<file path="src/rtl/spi_fifo_pkg.sv">
package spi_fifo_pkg;

  localparam logic [4:0] A_CTRL = 5'h00;
  localparam logic [4:0] A_EVT  = 5'h04;
  localparam logic [4:0] A_MASK = 5'h08;
  localparam logic [4:0] A_TXD  = 5'h0C;
  localparam logic [4:0] A_RXD  = 5'h10;

  localparam int B_TXE = 15;
  localparam int B_DON = 14;
  localparam int B_RXT = 13;
  localparam int B_RXF = 12;
  localparam int B_TXT = 11;
  localparam int B_RNE = 9;
  localparam int B_TNF = 8;

  localparam logic [15:0] FLAG_BITS = 16'hFB00;

  typedef enum logic [1:0] {
    SZ_BYTE = 2'd0,
    SZ_HALF = 2'd1,
    SZ_WORD = 2'd2,
    SZ_WIDE = 2'd3
  } acc_size_e;

  // lane 0 is the first byte of the stream
  typedef logic [3:0][7:0] lanes_t;

  function automatic logic [2:0] size_bytes(input logic [1:0] sz);
    case (acc_size_e'(sz))
      SZ_BYTE: return 3'd1;
      SZ_HALF: return 3'd2;
      default: return 3'd4;
    endcase
  endfunction

  function automatic lanes_t split_tx(input logic [31:0] w, input logic [1:0] sz);
    lanes_t l;
    l = '0;
    case (acc_size_e'(sz))
      SZ_BYTE: l[0] = w[7:0];
      SZ_HALF: begin
        l[0] = w[15:8];
        l[1] = w[7:0];
      end
      default: begin
        l[0] = w[31:24];
        l[1] = w[23:16];
        l[2] = w[15:8];
        l[3] = w[7:0];
      end
    endcase
    return l;
  endfunction

  function automatic logic [31:0] pack_rx(input lanes_t p, input logic [1:0] sz);
    case (acc_size_e'(sz))
      SZ_BYTE: return {24'h0, p[0]};
      SZ_HALF: return {16'h0, p[0], p[1]};
      default: return {p[0], p[1], p[2], p[3]};
    endcase
  endfunction

  // bytes actually moved: the request, limited by what the queue allows
  function automatic logic [2:0] clamp_moves(input logic [2:0] want, input int room);
    if (int'(want) <= room) return want;
    return 3'(room);
  endfunction

endpackage

</file>
<file path="src/rtl/sff_byte_fifo.sv">
module sff_byte_fifo
  import spi_fifo_pkg::*;
#(
  parameter int DEPTH = 32,
  parameter int IN_L  = 4,
  parameter int OUT_L = 4
) (
  input  logic                  clk,
  input  logic                  rst_n,
  input  logic [2:0]            push_n,
  input  logic [IN_L-1:0][7:0]  push_data,
  input  logic [2:0]            pop_n,
  output logic [OUT_L-1:0][7:0] peek,
  output logic [$clog2(DEPTH+1)-1:0] count
);
  localparam int AW = $clog2(DEPTH);
  localparam int CW = $clog2(DEPTH + 1);

  logic [7:0]    mem [DEPTH];
  logic [AW-1:0] wr_ptr, rd_ptr;
  logic [2:0]    push_ok, pop_ok;

  always_comb begin
    push_ok = clamp_moves(push_n, DEPTH - int'(count));
    pop_ok  = clamp_moves(pop_n, int'(count));
  end

  always_ff @(posedge clk or negedge rst_n) begin
    if (!rst_n) begin
      wr_ptr <= '0;
      rd_ptr <= '0;
      count  <= '0;
    end else begin
      wr_ptr <= wr_ptr + AW'(push_ok);
      rd_ptr <= rd_ptr + AW'(pop_ok);
      count  <= count + CW'(push_ok) - CW'(pop_ok);
    end
  end

  always_ff @(posedge clk) begin
    for (int k = 0; k < IN_L; k++) begin
      if (k < int'(push_ok)) mem[wr_ptr + AW'(k)] <= push_data[k];
    end
  end

  for (genvar k = 0; k < OUT_L; k++) begin : g_peek
    assign peek[k] = (CW'(k) < count) ? mem[rd_ptr + AW'(k)] : 8'h00;
  end

endmodule

</file>
<file path="src/rtl/sff_event_flags.sv">
module sff_event_flags
  import spi_fifo_pkg::*;
(
  input  logic        clk,
  input  logic        rst_n,
  input  logic [15:0] cond,
  input  logic        clr_we,
  input  logic [15:0] clr_bits,
  output logic [15:0] flags
);
  logic [15:0] clr_eff;

  assign clr_eff = clr_we ? clr_bits : 16'h0;

  // a live condition wins over a clear in the same cycle
  always_ff @(posedge clk or negedge rst_n) begin
    if (!rst_n) flags <= '0;
    else        flags <= ((flags & ~clr_eff) | cond) & FLAG_BITS;
  end

endmodule

</file>
<file path="src/rtl/spi_fifo_evt_unit.sv">
module spi_fifo_evt_unit
  import spi_fifo_pkg::*;
#(
  parameter int          DEPTH     = 32,
  parameter logic [5:0]  RXTHR_RST = 6'd15,
  parameter logic [5:0]  TXTHR_RST = 6'd4
) (
  input  logic        clk,
  input  logic        rst_n,
  input  logic        bus_wr,
  input  logic        bus_rd,
  input  logic [4:0]  bus_addr,
  input  logic [1:0]  bus_size,
  input  logic [31:0] bus_wdata,
  output logic [31:0] bus_rdata,
  output logic        eng_tx_valid,
  output logic [7:0]  eng_tx_data,
  input  logic        eng_tx_take,
  input  logic        eng_rx_push,
  input  logic [7:0]  eng_rx_data,
  input  logic        eng_done,
  output logic        irq
);
  localparam int CW = $clog2(DEPTH + 1);

  // named internal events, also observed by the checker
  logic          wr_ctrl, wr_evt, wr_mask, wr_txd, rd_rxd;
  logic [CW-1:0] tx_count, rx_count, tx_free;
  logic [15:0]   flags_q, mask_q, cond;
  logic [5:0]    rx_thr_q, tx_thr_q;
  logic [2:0]    tx_push_n, rx_pop_n;
  lanes_t        tx_lanes, rx_peek;
  logic [0:0][7:0] tx_peek;

  assign wr_ctrl = bus_wr && (bus_addr == A_CTRL);
  assign wr_evt  = bus_wr && (bus_addr == A_EVT);
  assign wr_mask = bus_wr && (bus_addr == A_MASK);
  assign wr_txd  = bus_wr && (bus_addr == A_TXD);
  assign rd_rxd  = bus_rd && (bus_addr == A_RXD);

  assign tx_push_n = wr_txd ? size_bytes(bus_size) : 3'd0;
  assign rx_pop_n  = rd_rxd ? size_bytes(bus_size) : 3'd0;
  assign tx_lanes  = split_tx(bus_wdata, bus_size);

  sff_byte_fifo #(.DEPTH(DEPTH), .IN_L(4), .OUT_L(1)) u_txq (
    .clk      (clk),
    .rst_n    (rst_n),
    .push_n   (tx_push_n),
    .push_data(tx_lanes),
    .pop_n    ({2'b00, eng_tx_take}),
    .peek     (tx_peek),
    .count    (tx_count)
  );

  sff_byte_fifo #(.DEPTH(DEPTH), .IN_L(1), .OUT_L(4)) u_rxq (
    .clk      (clk),
    .rst_n    (rst_n),
    .push_n   ({2'b00, eng_rx_push}),
    .push_data(eng_rx_data),
    .pop_n    (rx_pop_n),
    .peek     (rx_peek),
    .count    (rx_count)
  );

  assign tx_free      = CW'(DEPTH) - tx_count;
  assign eng_tx_valid = (tx_count != '0);
  assign eng_tx_data  = tx_peek[0];

  always_ff @(posedge clk or negedge rst_n) begin
    if (!rst_n) begin
      rx_thr_q <= RXTHR_RST;
      tx_thr_q <= TXTHR_RST;
      mask_q   <= '0;
    end else begin
      if (wr_ctrl) begin
        rx_thr_q <= bus_wdata[5:0];
        tx_thr_q <= bus_wdata[13:8];
      end
      if (wr_mask) mask_q <= bus_wdata[15:0] & FLAG_BITS;
    end
  end

  always_comb begin
    cond        = '0;
    cond[B_TXE] = (tx_count == '0);
    cond[B_DON] = eng_done;
    cond[B_RXT] = (rx_count > CW'(rx_thr_q));
    cond[B_RXF] = (rx_count == CW'(DEPTH));
    cond[B_TXT] = (tx_free > CW'(tx_thr_q));
    cond[B_RNE] = (rx_count != '0);
    cond[B_TNF] = (tx_count != CW'(DEPTH));
  end

  sff_event_flags u_flags (
    .clk     (clk),
    .rst_n   (rst_n),
    .cond    (cond),
    .clr_we  (wr_evt),
    .clr_bits(bus_wdata[15:0]),
    .flags   (flags_q)
  );

  assign irq = |(flags_q & mask_q);

  always_comb begin
    case (bus_addr)
      A_CTRL:  bus_rdata = {18'h0, tx_thr_q, 2'b00, rx_thr_q};
      A_EVT:   bus_rdata = {2'b00, 6'(rx_count), 2'b00, 6'(tx_free), flags_q};
      A_MASK:  bus_rdata = {16'h0, mask_q};
      A_RXD:   bus_rdata = pack_rx(rx_peek, bus_size);
      default: bus_rdata = 32'h0;
    endcase
  end

endmodule

</file>
<file path="config.mk">
export PLATFORM = sky130hd
export DESIGN_NAME = spi_fifo_evt_unit
export DESIGN_NICKNAME = d
export VERILOG_FILES = /design/src/rtl/spi_fifo_pkg.sv /design/src/rtl/sff_byte_fifo.sv /design/src/rtl/sff_event_flags.sv /design/src/rtl/spi_fifo_evt_unit.sv
export SDC_FILE = /design/constraint.sdc
export NUM_CORES = 2
export LEC_CHECK = 0
export BUFFER_PORTS_ARGS = -buffer_cell sky130_fd_sc_hd__buf_2
export CAP_MARGIN = 10
export CORE_AREA = 5 5 275 277
export DETAILED_ROUTE_END_ITERATION = 10
export DIE_AREA = 0 0 280 282
export PLACE_DENSITY = 0.71
export REMOVE_ABC_BUFFERS = 1
export SETUP_SLACK_MARGIN = 0.1
export SYNTH_ARGS = -nofsm -noshare
export SYNTH_HDL_FRONTEND = slang
export SYNTH_SLANG_ARGS = --single-unit
</file>
<file path="constraint.sdc">
create_clock -name clk -period 4.95 [get_ports clk]
set_clock_uncertainty 0.15 [all_clocks]
set_input_delay 0.2475 -clock clk [delete_from_list [all_inputs] [get_ports clk]]
set_output_delay 0.2475 -clock clk [all_outputs]
set_load 0.05 [all_outputs]
</file>
Word level (Yosys, flattened, before mapping)
Memory sizes are Yosys's and may differ from the RTL's.
Index checks and enable logic that the tools add are counted.
{"block": "classes", "order_cmp": 16, "n_reduce_logical": 12, "bitwise_logic": 4, "addsub": 17, "muxes": 36, "n_eq_ne": 7}
{"op": "$pmux W32 S4", "n": 1}
{"op": "$pmux W32 S2", "n": 1}
{"op": "$mux W8", "n": 5}
{"op": "$and A16 B16 Y16", "n": 2}
{"op": "$le A2 B32 Y1", "n": 1}
{"op": "$le A4 B32 Y1", "n": 1}
{"op": "$mux W16", "n": 2}
{"op": "$pmux W8 S2", "n": 2}
{"op": "$mux W3", "n": 10}
{"op": "$add A5 B2 Y5 const B", "n": 4}
{"op": "$add A5 B3 Y5", "n": 4}
{"op": "$lt A1 B6 Y1 const A", "n": 3}
{"op": "$not A16 Y16", "n": 1}
{"op": "$or A16 B16 Y16", "n": 1}
{"op": "$reduce_or A16 Y1", "n": 1}
{"op": "$mux W1", "n": 14}
{"op": "$sub A6 B6 Y7 const A", "n": 2}
{"op": "$add A6 B3 Y6", "n": 2}
{"op": "$gt A6 B6 Y1", "n": 2}
{"op": "$lt A2 B6 Y1 const A", "n": 2}
{"op": "$reduce_bool A6 Y1", "n": 2}
{"op": "$sub A6 B3 Y6", "n": 2}
{"op": "$add A5 B1 Y5 const B", "n": 2}
{"op": "$eq A5 B4 Y1 const B", "n": 2}
{"op": "other kinds (16)", "n": 23}
{"block": "totals", "memories": 2, "regBits": 58, "wordCells": 104, "ram_bits": 512}
{"memory": "u_rxq.mem", "words": 32, "word_bits": 8, "rd": 4, "rd_clocked_by_memory_dff": 0, "write_ports": 1, "line_no": "sff_byte_fifo.sv:19", "text": "logic [7:0] mem [DEPTH];"}
{"memory": "u_txq.mem", "words": 32, "word_bits": 8, "rd": 1, "rd_clocked_by_memory_dff": 0, "write_ports": 4, "line_no": "sff_byte_fifo.sv:19"}

Logic depth before layout (Yosys ltp)
{"block": "logic_depth", "word_depth": 9, "depth_mapped": 23}

Hierarchy
Synthesis repeated with hierarchy kept, for this count alone.
{"block": "hier_totals", "cells_unflattened": 3662, "area_unflattened_um2": 41785.1}
{"module": "sff_byte_fifo (u_txq)", "seq_area_each_um2": 8087.8, "instances": 1, "cells_each": 2263, "area_per_inst_um2": 21379.3}
{"module": "sff_byte_fifo (u_rxq)", "seq_area_each_um2": 8087.8, "instances": 1, "cells_each": 1065, "area_per_inst_um2": 17594.4}
{"module": "spi_fifo_evt_unit", "seq_area_each_um2": 481.7, "instances": 1, "cells_each": 303, "area_per_inst_um2": 2486.1}
{"module": "sff_event_flags", "seq_area_each_um2": 175.2, "instances": 1, "cells_each": 31, "area_per_inst_um2": 325.3}

Least setup slack after synthesis
No wires, ideal clock.
{"block": "synth_timing", "path_kind": "register -> output", "start": "register u_rxq.rd_ptr[0]", "end": "output port bus_rdata[21]", "t_required_ns": 4.553, "t_arrival_ns": 5.187, "setup_slack_ns": -0.635, "path_buffers": 10, "stages_incl_launch_ff": 18, "path_cell_list": "dfrtp_1 -> buf_4 -> buf_2 -> buf_2 -> buf_2 -> buf_4 -> buf_2 -> buf_4 -> inv_1 -> ha_1 -> buf_2 -> buf_1 -> clkbuf_1 -> mux4_2 -> o21ai_0 -> a211oi_1 -> nor4_1 -> o21ai_0"}
{"block": "synth_via", "elab_chain_len": 5}
{"item": "from (decl)", "line_no": "sff_byte_fifo.sv:20", "text": "logic [AW-1:0] wr_ptr, rd_ptr;"}
{"item": "from (signal assigned)", "line_no": "sff_byte_fifo.sv:35", "text": "rd_ptr <= rd_ptr + AW'(pop_ok);"}
{"item": "$add A5 B1 Y5", "line_no": "sff_byte_fifo.sv:47", "text": "assign peek[k] = (CW'(k) < count) ? mem[rd_ptr + AW'(k)] : 8'h00;"}
{"item": "$mem_v2 Z32 W8"}
{"item": "$mux W8", "line_no": "sff_byte_fifo.sv:47"}
{"item": "$pmux W32 S2", "line_no": "spi_fifo_pkg.sv:57", "text": "case (acc_size_e'(sz))"}
{"item": "$pmux W32 S4", "line_no": "spi_fifo_evt_unit.sv:106", "text": "case (bus_addr)"}
{"item": "to (decl)", "line_no": "spi_fifo_evt_unit.sv:15", "text": "output logic [31:0] bus_rdata,"}
Every way passes these cells.

Final worst setup path
{"block": "layout_timing", "start": "register u_rxq.rd_ptr[1]", "end": "output port bus_rdata[2]"}
{"block": "layout_via", "elab_chain_len": 5, "word_cells_on_any_way": 8, "cone_classes": "2 x add/sub; 5 x mux; 1 x memory"}
{"item": "$add A5 B2 Y5 / $add A5 B1 Y5 (equally long branches)", "line_no": "sff_byte_fifo.sv:47"}
{"item": "$mem_v2 Z32 W8 *"}
{"item": "$mux W8", "line_no": "sff_byte_fifo.sv:47"}
{"item": "$pmux W32 S2 *", "line_no": "spi_fifo_pkg.sv:57"}
{"item": "$pmux W32 S4 *", "line_no": "spi_fifo_evt_unit.sv:106"}
Every way passes the cells marked *; elsewhere a longest branch is shown, timed or not.

==> impl_metrics.py <==
metrics = {
    "outcome": {
        "status": "complete, no violations",
    },
    "routing": {
        "ant_nets": 0,
        "drtPass1Iterations": 7,
        "vias_per_cell": 7.710,
        "drt-initial-drc-count": 5047,
        "routed_wl_um": 150600,
        "route.detailed.drc": 0,
        "num_vias": 32420,
        "wl_per_cell_um": 35.82,
    },
    "floorplan": {
        "die_y_um": 282,
        "core_area_um2": 72590,
        "start_util": 0.5448,
        "die_x_um": 280,
        "pin_count": 96,
        "std_cell_rows": 99,
        "die-area_um2": 78960,
    },
    "clock_tree": {
        "cts_buffer_depth": 3,
        "cts_num_sinks": 570,
        "cts_root_buf": "clkbuf_16",
        "numCtsBuffers": 66,
        "clock_latency_ns": 0.64,
        "cts_tree": "built",
        "cts-htree-levels": 3,
        "cts.reportedPaths.clkPinSlew_ns": 0.06,
    },
    "power_and_ir_drop": {
        "p_comb_frac": 0.568,
        "clock_power_share": 0.174,
        "p_per_area_nw_per_um2": 661.7,
        "pwr-share-seq": 0.258,
        "irDropWorstVdd_mv": 0.9068,
        "p_switching_mw": 12.86,
        "p_int_mw": 16.13,
        "sw_frac_of_total": 0.4436,
        "leakagePower_nw": 15.69,
    },
    "final_layout": {
        "nets": 3311,
        "drive_gt1_frac": 0.2643,
        "final_area_um2": 43800,
        "syn_to_final_growth_pct": 10.77,
        "fillers": 5711,
        "fin_cells": 4205,
        "final-seq-area_um2": 16840,
        "multiInputGateArea_um2": 21200,
    },
    "synth": {
        "ys_warn_count": 0,
        "avgSynthCellArea_um2": 12.58,
        "synth-edff-count": 512,
        "async_flop_share": 0.1018,
        "synth-seq-area-share": 0.4256,
        "syn_inst": 3143,
        "synth_cell_types": 74,
        "synth_top_flop_cell": "edfxtp_1",
        "synth_seq_cells": 570,
        "synthesis.area_um2": 39550,
    },
    "timing": {
        "period_share": 0.9588,
        "setup_tns_ns": 0,
        "max_slew_margin": 0.1093,
        "max_freq_ghz": 0.2107,
        "max_slew.worst_pin.slew_ns": 1.333,
        "setup_viol": 0,
        "holdWs_ns": 0.02544,
        "period_minus_slack_ns": 4.746,
        "rsz0062_at_grt": "true",
        "hold_viol": 0,
        "slew_violations": 0,
    },
    "grt": {
        "track_usage": 0.3728,
        "grt_max_degree": 106,
        "grt_pass1_wl_um": 215900,
        "antenna_found_initial": 12,
        "grt_overflow": 0,
        "grt_pass1_vias": 31370,
    },
    "place": {
        "dp_cells": 4054,
        "place.gp.congestion": 1.040,
        "port_buffers": 95,
        "postPlaceCellArea_um2": 41310,
        "dpl.hpwl_um": 102800,
    },
    "worst_setup_path": {
        "cp_cell_sequence": "ha_1 > and3b_1 > nor2_1 > buf_4 > nand2_1 > a21oi_1 > nor4_1 > o221ai_1 > o21bai_1 > buf_2",
        "critPathLaunchType": "flop",
        "r2r_slack_ns": 0.31,
        "worstPathRequired_ns": 4.55,
        "worst-path-max-fanout": 17,
        "critPathKind": "reg2out",
        "slowest_delay_ns": 0.72,
        "rr_startpoint": "u_txq.count[1]",
        "r2r_cells": 13,
        "critPathCaptureType": "primary output",
        "rr_endpoint": "u_txq.mem[5][2]",
        "cp.arrival_ns": 4.35,
        "critical_path.slowest_cell": "and3b_1",
    },
    "worst_hold_path": {
        "min_from": "eng_rx_data[0]",
        "hold_depth": 1,
        "min_path_type": "in2reg",
        "min_to": "u_rxq.mem[25][0]",
    },
    "job": {
        "maxCapViolCount": 0,
    },
}
Yosys cell counts, types with 5 or more instances:
library cell / n / area (µm²)
a211oi_1: 9 / 67.56
a21o_1: 21 / 157.7
a21oi_1: 59 / 295.3
a22o_1: 13 / 113.9
a22oi_1: 44 / 330.3
a31oi_1: 6 / 37.54
a32oi_1: 8 / 70.07
and2_1: 26 / 162.7
and3_1: 15 / 93.84
buf_1: 48 / 180.2
buf_2: 58 / 290.3
buf_4: 36 / 270.3
clkbuf_1: 177 / 664.4
dfrtp_1: 53 / 1326
dfstp_2: 5 / 131.4
edfxtp_1: 512 / 15370
fa_1: 9 / 180.2
ha_1: 60 / 750.7
inv_1: 61 / 229.0
mux2_2: 31 / 349.1
mux2i_1: 294 / 2943
mux4_2: 369 / 8310
nand2_1: 405 / 1520
nand2b_1: 32 / 200.2
nand3_1: 109 / 545.5
nand3b_1: 8 / 60.06
nand4_1: 19 / 118.9
nor2_1: 93 / 349.1
nor2b_1: 18 / 112.6
nor3_1: 43 / 215.2
nor3_2: 15 / 150.1
nor3_4: 11 / 178.9
nor3b_1: 6 / 45.04
nor4_1: 11 / 68.82
o211ai_1: 10 / 75.07
o21a_1: 5 / 37.54
o21ai_0: 57 / 285.3
o21ai_1: 25 / 125.1
o221ai_1: 236 / 2067
o22ai_1: 21 / 131.4
or2_2: 6 / 37.54
xnor2_1: 30 / 262.8
xor2_1: 11 / 96.34
final cells by class:
| cell class | instances | share of cell area |
|---|---|---|
| Clock buffer | 86 | 0.04182 |
| Sequential cell | 570 | 0.3846 |
| Antenna cell | 7 | 0.0003999 |
| Multi-Input combinational cell | 2189 | 0.4839 |
| Inverter | 63 | 0.005399 |
| Tap cell | 959 | 0.02739 |
| Timing Repair Buffer | 298 | 0.04853 |
| Clock inverter | 33 | 0.008026 |
per-stage QoR:
step	total power, mW	util	setup WS (ns)
after floorplan	17.96	-	-9.980
after global placement	23.11	0.5691	0.3623
after detailed placement	23.43	0.5692	0.2364
after CTS	28.49	0.6029	0.08460
after global routing	29.91	0.6032	0.09704
final	28.99	0.6035	0.2038
kinds of logic (layout without fill, tap and decap cells):
group,after synthesis,count (layout),share of synthesized area
and+or+nand+nor,842,842,0.1028
muxes,696,696,0.2945
DFF,570,570,0.4256
AOI/OAI and AO/OA,537,537,0.1017
buffers and inverters,386,480,0.04259
adders and majority gates,69,69,0.02354
xor gates and xnor gates,41,41,0.009080
other,2,11,0.0001899
flip-flops by register name, indices dropped and copies added, names as in the netlist:
name	flops
rx_thr_q	6
u_rxq.count	6
u_flags.flags	7
mask_q	7
u_txq.count	6
u_rxq.wr_ptr	5
tx_thr_q	6
u_txq.rd_ptr	5
u_rxq.mem	256
u_rxq.rd_ptr	5
u_txq.mem	256
u_txq.wr_ptr	5
power by group through the flow:
stage | logic [mW] | registers, mW | clock network, mW
floorplan | 10.3 | 7.63 | 0
global placement | 15.6 | 7.48 | 0
detailed placement | 15.9 | 7.54 | 0
CTS | 16.0 | 7.45 | 5.04
global route | 17.1 | 7.56 | 5.25
finish | 16.5 | 7.49 | 5.04
routing by layer:
layer / share of wire / track usage
met1: 0.34 / 0.4671
met4: 0.090 / 0.2498
met3: 0.13 / 0.1034
met2: 0.45 / 0.5709
met5: 0.00053 / 0
timing repair:
action | 4_1_cts | 5_1_grt
hold endpoints to repair | 211 | 0
hold buffers | 24 | 0
gates cloned | 0 | 0
gates resized for setup | 5 | 4
setup buffers | 0 | 1
pin swaps | 0 | 1
endpoints found under the setup margin | 4 | 3
worst max path at each step:
stage	end	start	slack (ns)
finish	bus_rdata[2]	u_rxq.rd_ptr[1]	0.20
CTS	bus_rdata[4]	u_rxq.count[4]	0.08
detailed placement	u_txq.mem[5][6]	bus_addr[4]	0.24
global placement	u_txq.mem[17][1]	bus_addr[4]	0.36
global route	u_rxq.count[5]	u_rxq.count[0]	0.1
floorplan	bus_rdata[6]	u_rxq.rd_ptr[0]	-9.98
worst max-delay path: cells and delay by family (launching register included):
family,cells,cell delay (ns)
simple gates,4,1.86
buf+inv,2,0.55
compound gates,3,0.51
flops,1,0.46
fa+ha+maj,1,0.34
cell usage in the layout (no fill, tap or decap), types with 42 or more instances in the layout:
master and instances:
nand2_1 405, buf_4 170, mux2i_1 293, o221ai_1 236, dfrtp_1 49, nand3_1 109
buf_2 96, edfxtp_1 512, nor2_1 93, a21oi_1 58, o21ai_0 57, clkbuf_16 70
mux4_2 369, ha_1 59, nor3_1 42, inv_1 60, a22oi_1 44
Note: power is estimated with default switching activity, not from simulation.
